### src/rtl/oflag_pkg.sv
package oflag_pkg;

    typedef enum logic {
        FMT_LJ  = 1'b0,
        FMT_I2S = 1'b1
    } fmt_e;

    typedef enum logic [1:0] {
        SPD_SINGLE = 2'b00,
        SPD_DOUBLE = 2'b01,
        SPD_QUAD   = 2'b10,
        SPD_RSVD   = 2'b11
    } spd_e;

    typedef enum logic {
        CH_LEFT  = 1'b0,
        CH_RIGHT = 1'b1
    } chan_e;

    // Frame-clock event seen on a bit strobe
    typedef struct packed {
        logic tick;   // frame clock changed on this strobe
        logic rise;   // change was low-to-high
        logic level;  // frame-clock level after the change
    } frame_evt_t;

    // Per-channel asserted state (active high inside the block)
    typedef struct packed {
        logic left;
        logic right;
    } chan_flags_t;

    localparam int unsigned DLY_W = 2;

    // Frame-count multiplier exponent for each speed code
    function automatic int unsigned spd_shift(spd_e s);
        case (s)
            SPD_DOUBLE: return 1;
            SPD_QUAD:   return 2;
            default:    return 0;
        endcase
    endfunction

    // Bit strobes between a frame transition and the pin update
    function automatic logic [DLY_W-1:0] update_delay(fmt_e f);
        return (f == FMT_I2S) ? 2'd2 : 2'd1;
    endfunction

    // Channel owning the half in which the frame clock has this level
    function automatic chan_e half_owner(fmt_e f, logic lvl);
        if (f == FMT_LJ) return lvl ? CH_LEFT : CH_RIGHT;
        else             return lvl ? CH_RIGHT : CH_LEFT;
    endfunction

    // Channel whose half has just closed, given the new level
    function automatic chan_e closing_chan(fmt_e f, logic new_lvl);
        return half_owner(f, ~new_lvl);
    endfunction

endpackage

### src/rtl/oflag_frame_edge.sv
module oflag_frame_edge
    import oflag_pkg::*;
(
    input  logic       clk,
    input  logic       rst,
    input  logic       bit_stb,
    input  logic       frame_clk,
    output frame_evt_t evt
);

    logic frame_q;

    always_ff @(posedge clk) begin
        if (rst) begin
            frame_q <= 1'b0;
        end else if (bit_stb) begin
            frame_q <= frame_clk;
        end
    end

    always_comb begin
        evt.tick  = bit_stb && (frame_clk != frame_q);
        evt.rise  = evt.tick && frame_clk;
        evt.level = frame_clk;
    end

    AST_TICK_NEEDS_STROBE: assert property (@(posedge clk) disable iff (rst)
        evt.tick |-> bit_stb && !$stable(frame_clk)) else $error("frame tick without change");

endmodule

### src/rtl/oflag_timeout.sv
module oflag_timeout
    import oflag_pkg::*;
#(
    parameter int unsigned TMO_LOG2 = 15
) (
    input  logic        clk,
    input  logic        rst,
    input  spd_e        speed,
    input  frame_evt_t  evt,
    input  logic        ovr_left,
    input  logic        ovr_right,
    output chan_flags_t flags
);

    localparam int unsigned CNT_W = TMO_LOG2 + 3;

    logic             active;
    logic [CNT_W-1:0] cnt;
    logic [CNT_W-1:0] last_idx;
    logic             ovr_any;

    always_comb begin
        ovr_any  = ovr_left || ovr_right;
        last_idx = CNT_W'((64'd1 << (TMO_LOG2 + spd_shift(speed))) - 64'd1);
    end

    always_ff @(posedge clk) begin
        if (rst) begin
            active <= 1'b0;
            cnt    <= '0;
        end else if (ovr_any) begin
            active <= 1'b1;
            cnt    <= '0;
        end else if (active && evt.rise) begin
            if (cnt >= last_idx) begin
                active <= 1'b0;
                cnt    <= '0;
            end else begin
                cnt <= cnt + 1'b1;
            end
        end
    end

    // One shared state drives both channel flags
    always_comb begin
        flags.left  = active;
        flags.right = active;
    end

    AST_OVR_ARMS: assert property (@(posedge clk) disable iff (rst)
        ovr_any |=> active && (cnt == '0)) else $error("overrange did not restart");

    AST_CLEAR_ON_RISE: assert property (@(posedge clk) disable iff (rst)
        $fell(active) |-> $past(evt.rise)) else $error("cleared off a frame rise");

    AST_BOTH_CHANNELS: assert property (@(posedge clk) disable iff (rst)
        ovr_right |=> flags.left) else $error("right overrange missed left flag");

endmodule

### src/rtl/oflag_pin_mux.sv
module oflag_pin_mux
    import oflag_pkg::*;
(
    input  logic        clk,
    input  logic        rst,
    input  logic        bit_stb,
    input  fmt_e        fmt,
    input  frame_evt_t  evt,
    input  chan_flags_t flags,
    output logic        flag_n
);

    logic [DLY_W-1:0] pend;
    chan_e            side;
    logic             sel_flag;

    always_comb begin
        sel_flag = (side == CH_LEFT) ? flags.left : flags.right;
    end

    always_ff @(posedge clk) begin
        if (rst) begin
            pend   <= '0;
            side   <= CH_LEFT;
            flag_n <= 1'b1;
        end else if (evt.tick) begin
            pend <= update_delay(fmt);
            side <= half_owner(fmt, evt.level);
        end else if (bit_stb && (pend != '0)) begin
            pend <= pend - 1'b1;
            if (pend == DLY_W'(1)) begin
                flag_n <= ~sel_flag;
            end
        end
    end

    AST_PIN_QUIET_OFF_STROBE: assert property (@(posedge clk) disable iff (rst)
        !bit_stb |=> $stable(flag_n)) else $error("pin moved without strobe");

    AST_PIN_QUIET_ON_TRANSITION: assert property (@(posedge clk) disable iff (rst)
        evt.tick |=> $stable(flag_n)) else $error("pin moved on frame transition");

endmodule

### src/rtl/oflag_demux.sv
module oflag_demux
    import oflag_pkg::*;
(
    input  logic       clk,
    input  logic       rst,
    input  fmt_e       fmt,
    input  frame_evt_t evt,
    input  logic       flag_n,
    output logic       rx_ovf_left,
    output logic       rx_ovf_right
);

    always_ff @(posedge clk) begin
        if (rst) begin
            rx_ovf_left  <= 1'b0;
            rx_ovf_right <= 1'b0;
        end else if (evt.tick) begin
            if (closing_chan(fmt, evt.level) == CH_LEFT) begin
                rx_ovf_left <= ~flag_n;
            end else begin
                rx_ovf_right <= ~flag_n;
            end
        end
    end

    AST_RX_HOLD: assert property (@(posedge clk) disable iff (rst)
        !evt.tick |=> $stable(rx_ovf_left) && $stable(rx_ovf_right)) else $error("receiver changed between edges");

endmodule

### src/rtl/stereo_ovr_flag.sv
module stereo_ovr_flag
    import oflag_pkg::*;
#(
    parameter int unsigned TMO_LOG2 = 15
) (
    input  logic       clk,
    input  logic       rst,
    input  logic       bit_stb,
    input  logic       frame_clk,
    input  logic       fmt_i2s,
    input  logic [1:0] speed_sel,
    input  logic       ovr_left,
    input  logic       ovr_right,
    output logic       flag_n,
    output logic       rx_ovf_left,
    output logic       rx_ovf_right
);

    frame_evt_t  evt;
    chan_flags_t flags;
    fmt_e        fmt;
    spd_e        speed;

    always_comb begin
        fmt   = fmt_e'(fmt_i2s);
        speed = spd_e'(speed_sel);
    end

    oflag_frame_edge u_edge (
        .clk       (clk),
        .rst       (rst),
        .bit_stb   (bit_stb),
        .frame_clk (frame_clk),
        .evt       (evt)
    );

    oflag_timeout #(.TMO_LOG2(TMO_LOG2)) u_tmo (
        .clk       (clk),
        .rst       (rst),
        .speed     (speed),
        .evt       (evt),
        .ovr_left  (ovr_left),
        .ovr_right (ovr_right),
        .flags     (flags)
    );

    oflag_pin_mux u_mux (
        .clk     (clk),
        .rst     (rst),
        .bit_stb (bit_stb),
        .fmt     (fmt),
        .evt     (evt),
        .flags   (flags),
        .flag_n  (flag_n)
    );

    oflag_demux u_rx (
        .clk          (clk),
        .rst          (rst),
        .fmt          (fmt),
        .evt          (evt),
        .flag_n       (flag_n),
        .rx_ovf_left  (rx_ovf_left),
        .rx_ovf_right (rx_ovf_right)
    );

    AST_RESET_PIN_HIGH: assert property (@(posedge clk)
        $past(rst) |-> flag_n && !rx_ovf_left && !rx_ovf_right) else $error("reset state wrong");

endmodule

### config.mk
export PLATFORM = sky130hd
export DESIGN_NAME = stereo_ovr_flag
export DESIGN_NICKNAME = d
export VERILOG_FILES = /design/src/rtl/oflag_pkg.sv /design/src/rtl/oflag_frame_edge.sv /design/src/rtl/oflag_timeout.sv /design/src/rtl/oflag_pin_mux.sv /design/src/rtl/oflag_demux.sv /design/src/rtl/stereo_ovr_flag.sv
export SDC_FILE = /design/constraint.sdc
export NUM_CORES = 1
export LEC_CHECK = 0
export BUFFER_PORTS_ARGS = -buffer_cell sky130_fd_sc_hd__buf_2
export CAP_MARGIN = 5
export CORE_UTILIZATION = 35
export DETAILED_ROUTE_END_ITERATION = 10
export MAX_ROUTING_LAYER = met4
export PLACE_DENSITY = 0.6
export SLEW_MARGIN = 40
export SYNTH_ARGS = -nofsm -noshare
export SYNTH_HDL_FRONTEND = slang
export SYNTH_SLANG_ARGS = --single-unit
### constraint.sdc
create_clock -name clk -period 3.6 [get_ports clk]
set_input_delay 1.08 -clock clk [delete_from_list [all_inputs] [get_ports clk]]
set_output_delay 1.08 -clock clk [all_outputs]
set_load 0.005 [all_outputs]
==> flow_metrics.py, run 1 <==
metrics = {
    "global_route": {
        "grt_pass1_vias": 1362,
        "grt_overflow": 0,
        "grt_max_degree": 19,
        "antenna_found_initial": 0,
        "track_usage_pct": 14.24,
        "grt_pass1_wl_mm": 5.920,
    },
    "routing": {
        "drtIter0Drc": 40,
        "top_layer": "met4",
        "wl_met3_um": 69,
        "wl_met1_mm": 1.809,
        "routed_wl_mm": 3.472,
        "num_vias": 1494,
        "routedWlPerCell_um": 12.06,
        "wl_met2_mm": 1.557,
        "first_pass_iters": 4,
        "viasPerCell": 5.188,
        "post-route-drc-count": 0,
        "ant_nets": 0,
    },
    "finish": {
        "nets": 248,
        "syn_to_final_growth_pct": 10.78,
        "layout-drive-gt1-share_pct": 19.91,
        "diodes": 0,
    },
    "logic_synthesis": {
        "synth-edff-count": 0,
        "synth_top_family_by_area": "simple AND/OR/NAND/NOR gates",
        "synth_area_leaders": "dfxtp_1, ha_1, nor3_2, nand2_1, xnor2_1",
        "synth_fp_nets": 233,
        "syn_inst": 207,
        "syn_area_um2": 1810,
        "ys_ff_latch": 25,
        "synth-xor-area-share_pct": 7.740,
        "netlist.area_leader.share_pct": 27.64,
        "yosys.area_share.simple_pct": 33.31,
        "yosys.area.top_type": "dfxtp_1",
        "avgSynthCellArea_um2": 8.746,
        "synth-compound-area-share_pct": 14.65,
        "synth.distinct_cells": 44,
        "ys_async_sr_fraction_pct": 0,
        "seq_area_frac_synth_pct": 27.64,
        "post_synth_fa_ha_maj_area_fraction_pct": 11.75,
        "synth_commonest_cells": "dfxtp_1, nand2_1, ha_1",
        "synth_most_common_cell": "dfxtp_1",
        "ys_warn_count": 0,
        "synth_flop_cell": "dfxtp_1",
        "synth_mux_area_share_pct": 0.5529,
    },
    "setup_path": {
        "crit_fanout": 9,
        "crit_chain": "buf_2 -> inv_1 -> ha_1 -> inv_1 -> and3_1 -> ha_1 -> a31oi_1 -> o21ai_1 -> o41ai_4 -> buf_4 -> nand3_1 -> a211oi_1",
        "crit_path_end_kind": "flop",
        "cp_slowest_cell": "o41ai_4",
        "worstPathRequired_ns": 3.80,
        "worst-path-buf-inv": 4,
        "critical-path-top-delay-family": "compound AO/OA/AOI/OAI gates",
        "worstReg2RegStart": "u_tmo.cnt[3]$_SDFFE_PP0P_",
        "cp-start-kind": "input pin",
        "r2r_setup_slack_ns": 1.54,
        "cp.arrival_ns": 3.34,
        "critPathKind": "in -> reg",
        "crit_path_start": "speed_sel[0]",
        "cpPeakStageDelay_ns": 0.45,
    },
    "timing": {
        "tns_ns": 0,
        "final_max_slew_viol_count": 0,
        "grt_setup_unrepaired": "no",
        "min_period_over_period_pct": 87.18,
        "fmax_mhz": 318.6,
        "layout_min_cycle_time_ns": 3.139,
        "tightest_slew_ns": 0.4337,
        "finClkSkew_ns": 0.01799,
        "relSlewSlack_pct": 70.99,
        "finalHoldViolations": 0,
        "setup_viol": 0,
    },
    "clock_network": {
        "hold_buffers": 0,
        "clkLatencyLatePin_ns": 0.28,
        "clock_path_buffers": 2,
        "cts_buffers": 3,
        "ctsHtreeMaxLevel": 1,
        "cts.clk_slew.worst_paths_ns": 0.10,
        "cts-root-buf": "clkbuf_8",
        "cts_tree": "done",
        "cts.sinks": 25,
        "cts_resized": 0,
        "post_cts_buffers": 0,
    },
    "power_and_ir_drop": {
        "pwr-share-clk_pct": 32.6,
        "sequentialPowerShare_pct": 54.5,
        "total_power_uw": 524.8,
        "p_leak_uw": 0.0007513,
        "p_sw_share_pct": 26.02,
        "irDropWorstVdd_mv": 0.1536,
        "intPower_uw": 388.3,
        "combPwrFrac_pct": 12.9,
        "p_sw_uw": 136.6,
        "p_per_area_nw_per_um2": 261.7,
    },
    "floorplanning": {
        "die-area_um2": 5464,
        "io_pins": 12,
        "die_w_um": 73.92,
        "die_h_um": 73.92,
        "num_rows": 25,
        "start_util_pct": 37.34,
        "core_area_um2": 4848,
    },
    "status": {
        "status": "completed",
    },
    "place": {
        "gp_congestion": 0.7964,
        "dp_hpwl_mm": 2.628,
        "port_buffers": 11,
    },
    "run": {
        "cap_violations": 0,
    },
    "min_path": {
        "hp-class": "reg -> reg",
        "hp-start": "u_tmo.cnt[1]$_SDFFE_PP0P_",
    },
}
## worst paths after layout
check | end | cells past startpoint
max | u_tmo.active$_SDFFE_PP0P_ | 12
min | u_tmo.cnt[1]$_SDFFE_PP0P_ | 2
max reg2reg | u_tmo.active$_SDFFE_PP0P_ | 7
min reg2reg | u_tmo.cnt[1]$_SDFFE_PP0P_ | 2
## stage by stage
step	util [%]	setup WS [ns]	instances	cell area, um^2	hold WS, ns
after floorplan	-	0.2603	207	1810	0.4654
final	41.37	0.4614	288	2006	0.4951
after CTS	41.37	0.4633	288	2006	0.5007
after global placement	40.36	0.1924	284	1957	0.4832
after global routing	41.37	0.3085	288	2006	0.5322
after detailed placement	40.36	0.1770	284	1957	0.4890
## cells by family (layout without fill, tap and decap cells)
logic type | count (synthesis) | in the layout
and+or+nand+nor | 100 | 100
AOI/OAI and AO/OA | 32 | 32
DFF | 25 | 25
adders and majority gates | 17 | 17
xor gates and xnor gates | 16 | 16
buffers and inverters | 16 | 30
muxes | 1 | 1
## worst register-to-register path, stage by stage, from the launching register on
cell	delay, ns
dfxtp_1	0.49
ha_1	0.30
a41oi_2	0.19
nor3_1	0.09
o41ai_4	0.42
buf_4	0.23
nand3_1	0.08
a211oi_1	0.18
## state kept, by name, indices dropped and copies added, names as in the netlist
register,flops
u_tmo.active,1
u_tmo.cnt,18
u_mux.flag_n,1
u_rx.rx_ovf_left,1
u_mux.pend,2
u_rx.rx_ovf_right,1
u_edge.frame_q,1
## layout by cell type (no fill, tap or decap), drive strengths merged, types with 3 or more instances in the layout
master	n
and3	4
dfxtp	25
and4	3
o21ai	4
buf	19
ha	17
clkbuf	3
xor2	8
and2	3
inv	7
a211oi	3
nand3	11
nand2	19
nor3	21
xnor2	8
nor2	13
nand4	12
a21oi	9
nor4	3
a31oi	5
## metal layers
metal  global-route usage (%)  vias up
li1                         -      786
met1                    18.42      686
met3                    2.058        4
met5                        -        -
met2                    22.73       18
met4                    4.487        0
## area by class of cell
| type | instances | area, um^2 |
|---|---|---|
| timing repair buffer | 19 | 115.1 |
| tap | 67 | 83.83 |
| clock inverter | 1 | 7.507 |
| clock buffer | 3 | 41.29 |
| inverter | 7 | 26.28 |
| fill | 495 | 2843 |
| sequential | 25 | 500.5 |
| multi-input combinational | 166 | 1231 |
## power by group through the flow
| stage | Combinational (uW) | Sequential, uW | Clock (uW) |
|---|---|---|---|
| 5_1_grt | 76.7 | 287 | 186 |
| 6_report | 67.9 | 286 | 171 |
| 2_1_floorplan | 51.2 | 292 | 0 |
| 3_5_place_dp | 68.5 | 293 | 0 |
| 4_1_cts | 68.6 | 286 | 175 |
| 3_3_place_gp | 67.3 | 293 | 0 |
Note: power is estimated with default switching activity, not from simulation.
==> inputs of run 2 (changes only) <==
--- a/config.mk
+++ b/config.mk
@@ -7,6 +7,7 @@
 export LEC_CHECK = 0
 export BUFFER_PORTS_ARGS = -buffer_cell sky130_fd_sc_hd__buf_2
 export CAP_MARGIN = 5
+export CORE_MARGIN = 2
 export CORE_UTILIZATION = 35
 export DETAILED_ROUTE_END_ITERATION = 10
 export MAX_ROUTING_LAYER = met4
==> constraint.sdc (replaced) <==
create_clock -name clk -period 3.6 [get_ports clk]
set_input_delay 0.72 -clock clk [delete_from_list [all_inputs] [get_ports clk]]
set_output_delay 0.72 -clock clk [all_outputs]
set_load 0.005 [all_outputs]
==> run 2 against run 1 <==
Clock skew down 0.015 ns. Flip-flop and latch count unchanged. Critical path depth down 1. Maximum frequency up 5.5%. Critical path type unchanged. Cell area down 2.2%. Routed wire length up 3.7%.
==> flow_metrics.py, run 2 (synthesized netlist as in run 1, its figures left out) <==
metrics = {
    "status": {
        "status": "completed",
    },
    "global_route": {
        "grt_max_degree": 19,
        "grt_overflow": 0,
        "track_usage_pct": 13.82,
        "grt_pass1_vias": 1432,
        "grt_pass1_wl_mm": 6.492,
        "antenna_found_initial": 0,
    },
    "finish": {
        "diodes": 0,
        "syn_to_final_growth_pct": 8.362,
        "layout-drive-gt1-share_pct": 17.67,
        "nets": 242,
        "top_regs": "u_tmo.cnt x18, u_mux.pend x2",
        "top_register": "u_tmo.cnt",
        "mostFrequentLayoutCell": "dfxtp_1",
        "layout_common_cells": "dfxtp_1, nand2_1, ha_1",
        "largest_reg_flops": 18,
    },
    "timing": {
        "grt_setup_unrepaired": "no",
        "setup_viol": 0,
        "final_max_slew_viol_count": 0,
        "finClkSkew_ns": 0.003060,
        "tns_ns": 0,
        "finalHoldViolations": 0,
        "worst_slack_ns": 0.6257,
        "min_period_over_period_pct": 82.62,
        "tightest_slew_ns": 0.8111,
        "fmax_mhz": 336.2,
        "layout_min_cycle_time_ns": 2.974,
        "relSlewSlack_pct": 45.43,
    },
    "routing": {
        "top_layer": "met4",
        "num_vias": 1483,
        "drtIter0Drc": 47,
        "wl_met1_mm": 1.835,
        "first_pass_iters": 4,
        "post-route-drc-count": 0,
        "routedWlPerCell_um": 12.64,
        "routed_wl_mm": 3.601,
        "ant_nets": 0,
        "viasPerCell": 5.204,
        "wl_met3_um": 102,
        "wl_met2_mm": 1.641,
    },
    "setup_path": {
        "cp_slowest_cell": "o21bai_2",
        "crit_path_start": "speed_sel[0]",
        "critical-path-top-delay-family": "compound AO/OA/AOI/OAI gates",
        "critPathKind": "in -> reg",
        "worst-path-buf-inv": 3,
        "cp-start-kind": "input pin",
        "cpPeakStageDelay_ns": 0.37,
        "crit_chain": "buf_2 -> inv_1 -> ha_1 -> inv_1 -> and3_1 -> ha_1 -> a31o_2 -> a31o_1 -> o21bai_2 -> a31oi_4 -> nor3_1",
        "crit_fanout": 13,
        "cp.arrival_ns": 3.16,
        "r2r_setup_slack_ns": 1.40,
        "crit_path_end_kind": "flop",
        "worstPathRequired_ns": 3.79,
        "worstReg2RegStart": "u_tmo.cnt[11]$_SDFFE_PP0P_",
    },
    "floorplanning": {
        "die_w_um": 75.92,
        "core_area_um2": 5042,
        "start_util_pct": 35.91,
        "die_h_um": 75.92,
        "io_pins": 12,
        "die-area_um2": 5764,
        "num_rows": 26,
    },
    "place": {
        "preCtsSetupSlack_ns": 0.3516,
        "gp_congestion": 0.7632,
        "port_buffers": 11,
        "dp_hpwl_mm": 2.614,
    },
    "clock_network": {
        "cts_buffers": 3,
        "clock_path_buffers": 2,
        "cts_resized": 0,
        "post_cts_buffers": 0,
        "cts.sinks": 25,
        "clkLatencyLatePin_ns": 0.27,
        "ctsHtreeMaxLevel": 1,
        "hold_buffers": 0,
        "cts_tree": "done",
        "cts-root-buf": "clkbuf_8",
        "cts.clk_slew.worst_paths_ns": 0.10,
    },
    "power_and_ir_drop": {
        "p_per_area_nw_per_um2": 269.0,
        "p_leak_uw": 0.0007255,
        "irDropWorstVdd_mv": 0.1593,
    },
    "min_path": {
        "hp-start": "u_tmo.cnt[1]$_SDFFE_PP0P_",
        "hp-class": "reg -> reg",
    },
    "run": {
        "cap_violations": 0,
    },
}
[run 2: final cells by class]
| class | instances | area (um^2) |
|---|---|---|
| inverters | 7 | 26.28 |
| clock buffers | 3 | 41.29 |
| clock inverters | 1 | 5.005 |
| fillers | 521 | 3080 |
| flip-flops and latches | 25 | 500.5 |
| repair buffers | 13 | 70.07 |
| well taps | 70 | 87.58 |
| multi-input cells | 166 | 1231 |
[run 2: final timing paths]
kind,to,cells after the start
worst max-delay path,u_tmo.cnt[16]$_SDFFE_PP0P_,11
worst min-delay path,u_tmo.cnt[1]$_SDFFE_PP0P_,2
worst max register to register,u_tmo.cnt[16]$_SDFFE_PP0P_,6
worst min register to register,u_tmo.cnt[1]$_SDFFE_PP0P_,2
[run 2: stage by stage]
step	utilization (%)	cells	cell area [um^2]	total power (uW)	hold slack [ns]
4_1_cts	38.91	285	1962	535.4	0.5012
3_3_place_gp	37.99	281	1916	356.8	0.4836
5_1_grt	38.91	285	1962	563.0	0.5281
2_1_floorplan	-	207	1810	343.2	0.4654
6_report	38.91	285	1962	527.7	0.5023
3_5_place_dp	37.99	281	1916	358.5	0.4866
[run 2: metal layers]
| layer | track usage (%) | up-vias |
|---|---|---|
| met5 | - | - |
| met4 | 2.909 | 0 |
| met3 | 3.095 | 2 |
| met2 | 21.52 | 21 |
| met1 | 18.52 | 683 |
| li1 | - | 777 |
[run 2: power breakdown]
group          switching [uW]  total, uW  internal (uW)
logic                    39.1       65.2           26.1
registers                4.55        286            282
clock network            98.5        176           77.6
[run 2: tightest hold or removal path: cells and delay by family, from the launching register on]
kind | cells | cell delay (ns)
AND/OR/NAND/NOR | 1 | 0.06
AO/OA/AOI/OAI | 1 | 0.05
flip-flops | 1 | 0.35
==> inputs of run 3 (changes only) <==
==> constraint.sdc (replaced) <==
create_clock -name clk -period 3 [get_ports clk]
set_input_delay 0.6 -clock clk [delete_from_list [all_inputs] [get_ports clk]]
set_output_delay 0.6 -clock clk [all_outputs]
set_load 0.005 [all_outputs]
==> run 3 against run 2 <==
Global-route usage is 0.41 points higher. Combinational power increased by 31%. Sequential share of layout area shrank 0.79 points. Non-clock buffer count up 8. Critical path depth up 1. First-iteration DRC count rose by 40%. Register-to-register slack worse by 0.53 ns. Worst setup slack worse by 0.33 ns. Power is 20% higher. Flip-flop and latch count unchanged. Cell area increased by 3.2%. Critical path type unchanged. Largest power group unchanged.
==> flow_metrics.py, run 3 (synthesized netlist as in run 1, its figures left out) <==
metrics = {
    "min_path": {
        "hp-start": "u_tmo.cnt[1]$_SDFFE_PP0P_",
        "hold_end": "u_tmo.cnt[1]$_SDFFE_PP0P_",
        "hp-class": "reg -> reg",
        "holdPathStages": 2,
    },
    "status": {
        "status": "completed",
    },
    "setup_path": {
        "cp.arrival_ns": 2.85,
        "worstPathRequired_ns": 3.15,
        "cp-start-kind": "input pin",
        "reg2reg_to": "u_tmo.cnt[16]$_SDFFE_PP0P_",
        "worstReg2RegStart": "u_tmo.cnt[3]$_SDFFE_PP0P_",
        "crit_path_start": "speed_sel[1]",
        "critPathKind": "in -> reg",
        "crit_path_end_kind": "flop",
        "r2r_setup_slack_ns": 0.87,
        "crit_fanout": 8,
        "r2r_cells": 7,
    },
    "timing": {
        "min_period_over_period_pct": 90.16,
        "setup_viol": 0,
        "finClkSkew_ns": 0.007565,
        "relSlewSlack_pct": 65.04,
        "grt_setup_unrepaired": "no",
        "finalHoldViolations": 0,
        "fmax_mhz": 369.7,
        "final_max_slew_viol_count": 0,
        "layout_min_cycle_time_ns": 2.705,
        "tightest_slew_ns": 0.5213,
        "tns_ns": 0,
    },
    "power_and_ir_drop": {
        "p_leak_uw": 0.0007613,
        "combPwrFrac_pct": 13.5,
        "sequentialPowerShare_pct": 54.1,
        "pwr-share-clk_pct": 32.4,
        "p_sw_uw": 166.1,
        "intPower_uw": 468.2,
        "p_sw_share_pct": 26.19,
        "irDropWorstVdd_mv": 0.1811,
        "p_per_area_nw_per_um2": 313.3,
        "total_power_uw": 634.3,
    },
    "finish": {
        "fillers": 526,
        "largest_reg_flops": 18,
        "layout-drive-gt1-share_pct": 20.63,
        "mostFrequentLayoutCell": "dfxtp_1",
        "diodes": 0,
        "nets": 250,
        "top_register": "u_tmo.cnt",
        "layout_common_cells": "dfxtp_1, nand2_1, ha_1",
        "syn_to_final_growth_pct": 11.82,
        "top_regs": "u_tmo.cnt x18, u_mux.pend x2",
    },
    "place": {
        "gp_congestion": 0.8317,
        "port_buffers": 11,
        "dp_hpwl_mm": 2.807,
    },
    "clock_network": {
        "clkLatencyLatePin_ns": 0.27,
        "cts_tree": "done",
        "ctsHtreeMaxLevel": 1,
        "cts.clk_slew.worst_paths_ns": 0.09,
        "hold_buffers": 0,
        "post_cts_buffers": 0,
        "clock_path_buffers": 2,
        "cts_buffers": 3,
        "cts.sinks": 25,
        "cts-root-buf": "clkbuf_8",
        "cts_resized": 0,
    },
    "global_route": {
        "antenna_found_initial": 0,
        "grt_overflow": 0,
        "track_usage_pct": 14.22,
        "grt_pass1_vias": 1472,
        "grt_max_degree": 19,
        "grt_pass1_wl_mm": 6.803,
    },
    "floorplanning": {
        "num_rows": 26,
        "die_w_um": 75.92,
        "die_h_um": 75.92,
        "start_util_pct": 35.91,
        "die-area_um2": 5764,
        "core_area_um2": 5042,
        "io_pins": 12,
    },
    "routing": {
        "num_vias": 1521,
        "ant_nets": 0,
        "viasPerCell": 5.191,
        "drtIter0Drc": 66,
        "routedWlPerCell_um": 12.93,
        "post-route-drc-count": 0,
        "first_pass_iters": 4,
        "routed_wl_mm": 3.789,
    },
    "run": {
        "cap_violations": 0,
    },
}
[run 3: worst max-delay path, stage by stage]
cell     delay [ns]
buf_2          0.11
inv_1          0.05
ha_1           0.28
nand2_1        0.18
o211a_1        0.18
ha_1           0.27
nand4_1        0.14
nor4_2         0.32
a41oi_2        0.20
a31oi_4        0.22
buf_4          0.22
nor3_1         0.07
[run 3: area by class of cell]
type                       instances  area (um^2)  share of cell area [%]
clock inverter                     1        7.507                  0.3708
multi-input combinational        166         1231                   60.82
inverter                           7        26.28                   1.298
timing repair buffer              21        130.1                   6.428
sequential                        25        500.5                   24.72
clock buffer                       3        41.29                   2.040
tap                               70        87.58                   4.326
[run 3: worst max-delay path by stage]
stage / cells after the start / end / slack [ns]
detailed placement: 12 / u_tmo.cnt[16]$_SDFFE_PP0P_ / 0.002
CTS: 12 / u_tmo.cnt[16]$_SDFFE_PP0P_ / 0.29
floorplan: 11 / u_tmo.cnt[10]$_SDFFE_PP0P_ / 0.14
global placement: 12 / u_tmo.cnt[16]$_SDFFE_PP0P_ / 0.04
finish: 12 / u_tmo.cnt[16]$_SDFFE_PP0P_ / 0.30
global route: 12 / u_tmo.cnt[16]$_SDFFE_PP0P_ / 0.13
[run 3: power by group through the flow]
stage	sequential (uW)	combinational [uW]	clock [uW]
2_1_floorplan	350	61.4	0
3_3_place_gp	351	83.5	0
3_5_place_dp	351	85.3	0
4_1_cts	343	85.7	217
5_1_grt	344	96.5	230
6_report	343	85.5	206
[run 3: stage by stage]
| step | utilization, % | cells | setup slack (ns) | instance area (um^2) | hold slack, ns |
|---|---|---|---|---|---|
| floorplan | - | 207 | 0.1403 | 1810 | 0.4654 |
| global placement | 39.18 | 289 | 0.04080 | 1976 | 0.4823 |
| detailed placement | 39.18 | 289 | 0.001882 | 1976 | 0.4870 |
| CTS | 40.15 | 293 | 0.2889 | 2024 | 0.5018 |
| global route | 40.15 | 293 | 0.1269 | 2024 | 0.5241 |
| finish | 40.15 | 293 | 0.2953 | 2024 | 0.4994 |
[run 3: layer usage]
| metal | track usage, % | vias to the layer above | part of all wire (%) |
|---|---|---|---|
| met1 | 19.45 | 711 | 51 |
| met5 | - | - | 0 |
| met4 | 3.273 | 0 | 0.63 |
| li1 | - | 792 | - |
| met3 | 1.786 | 2 | 2.1 |
| met2 | 22.59 | 16 | 46 |
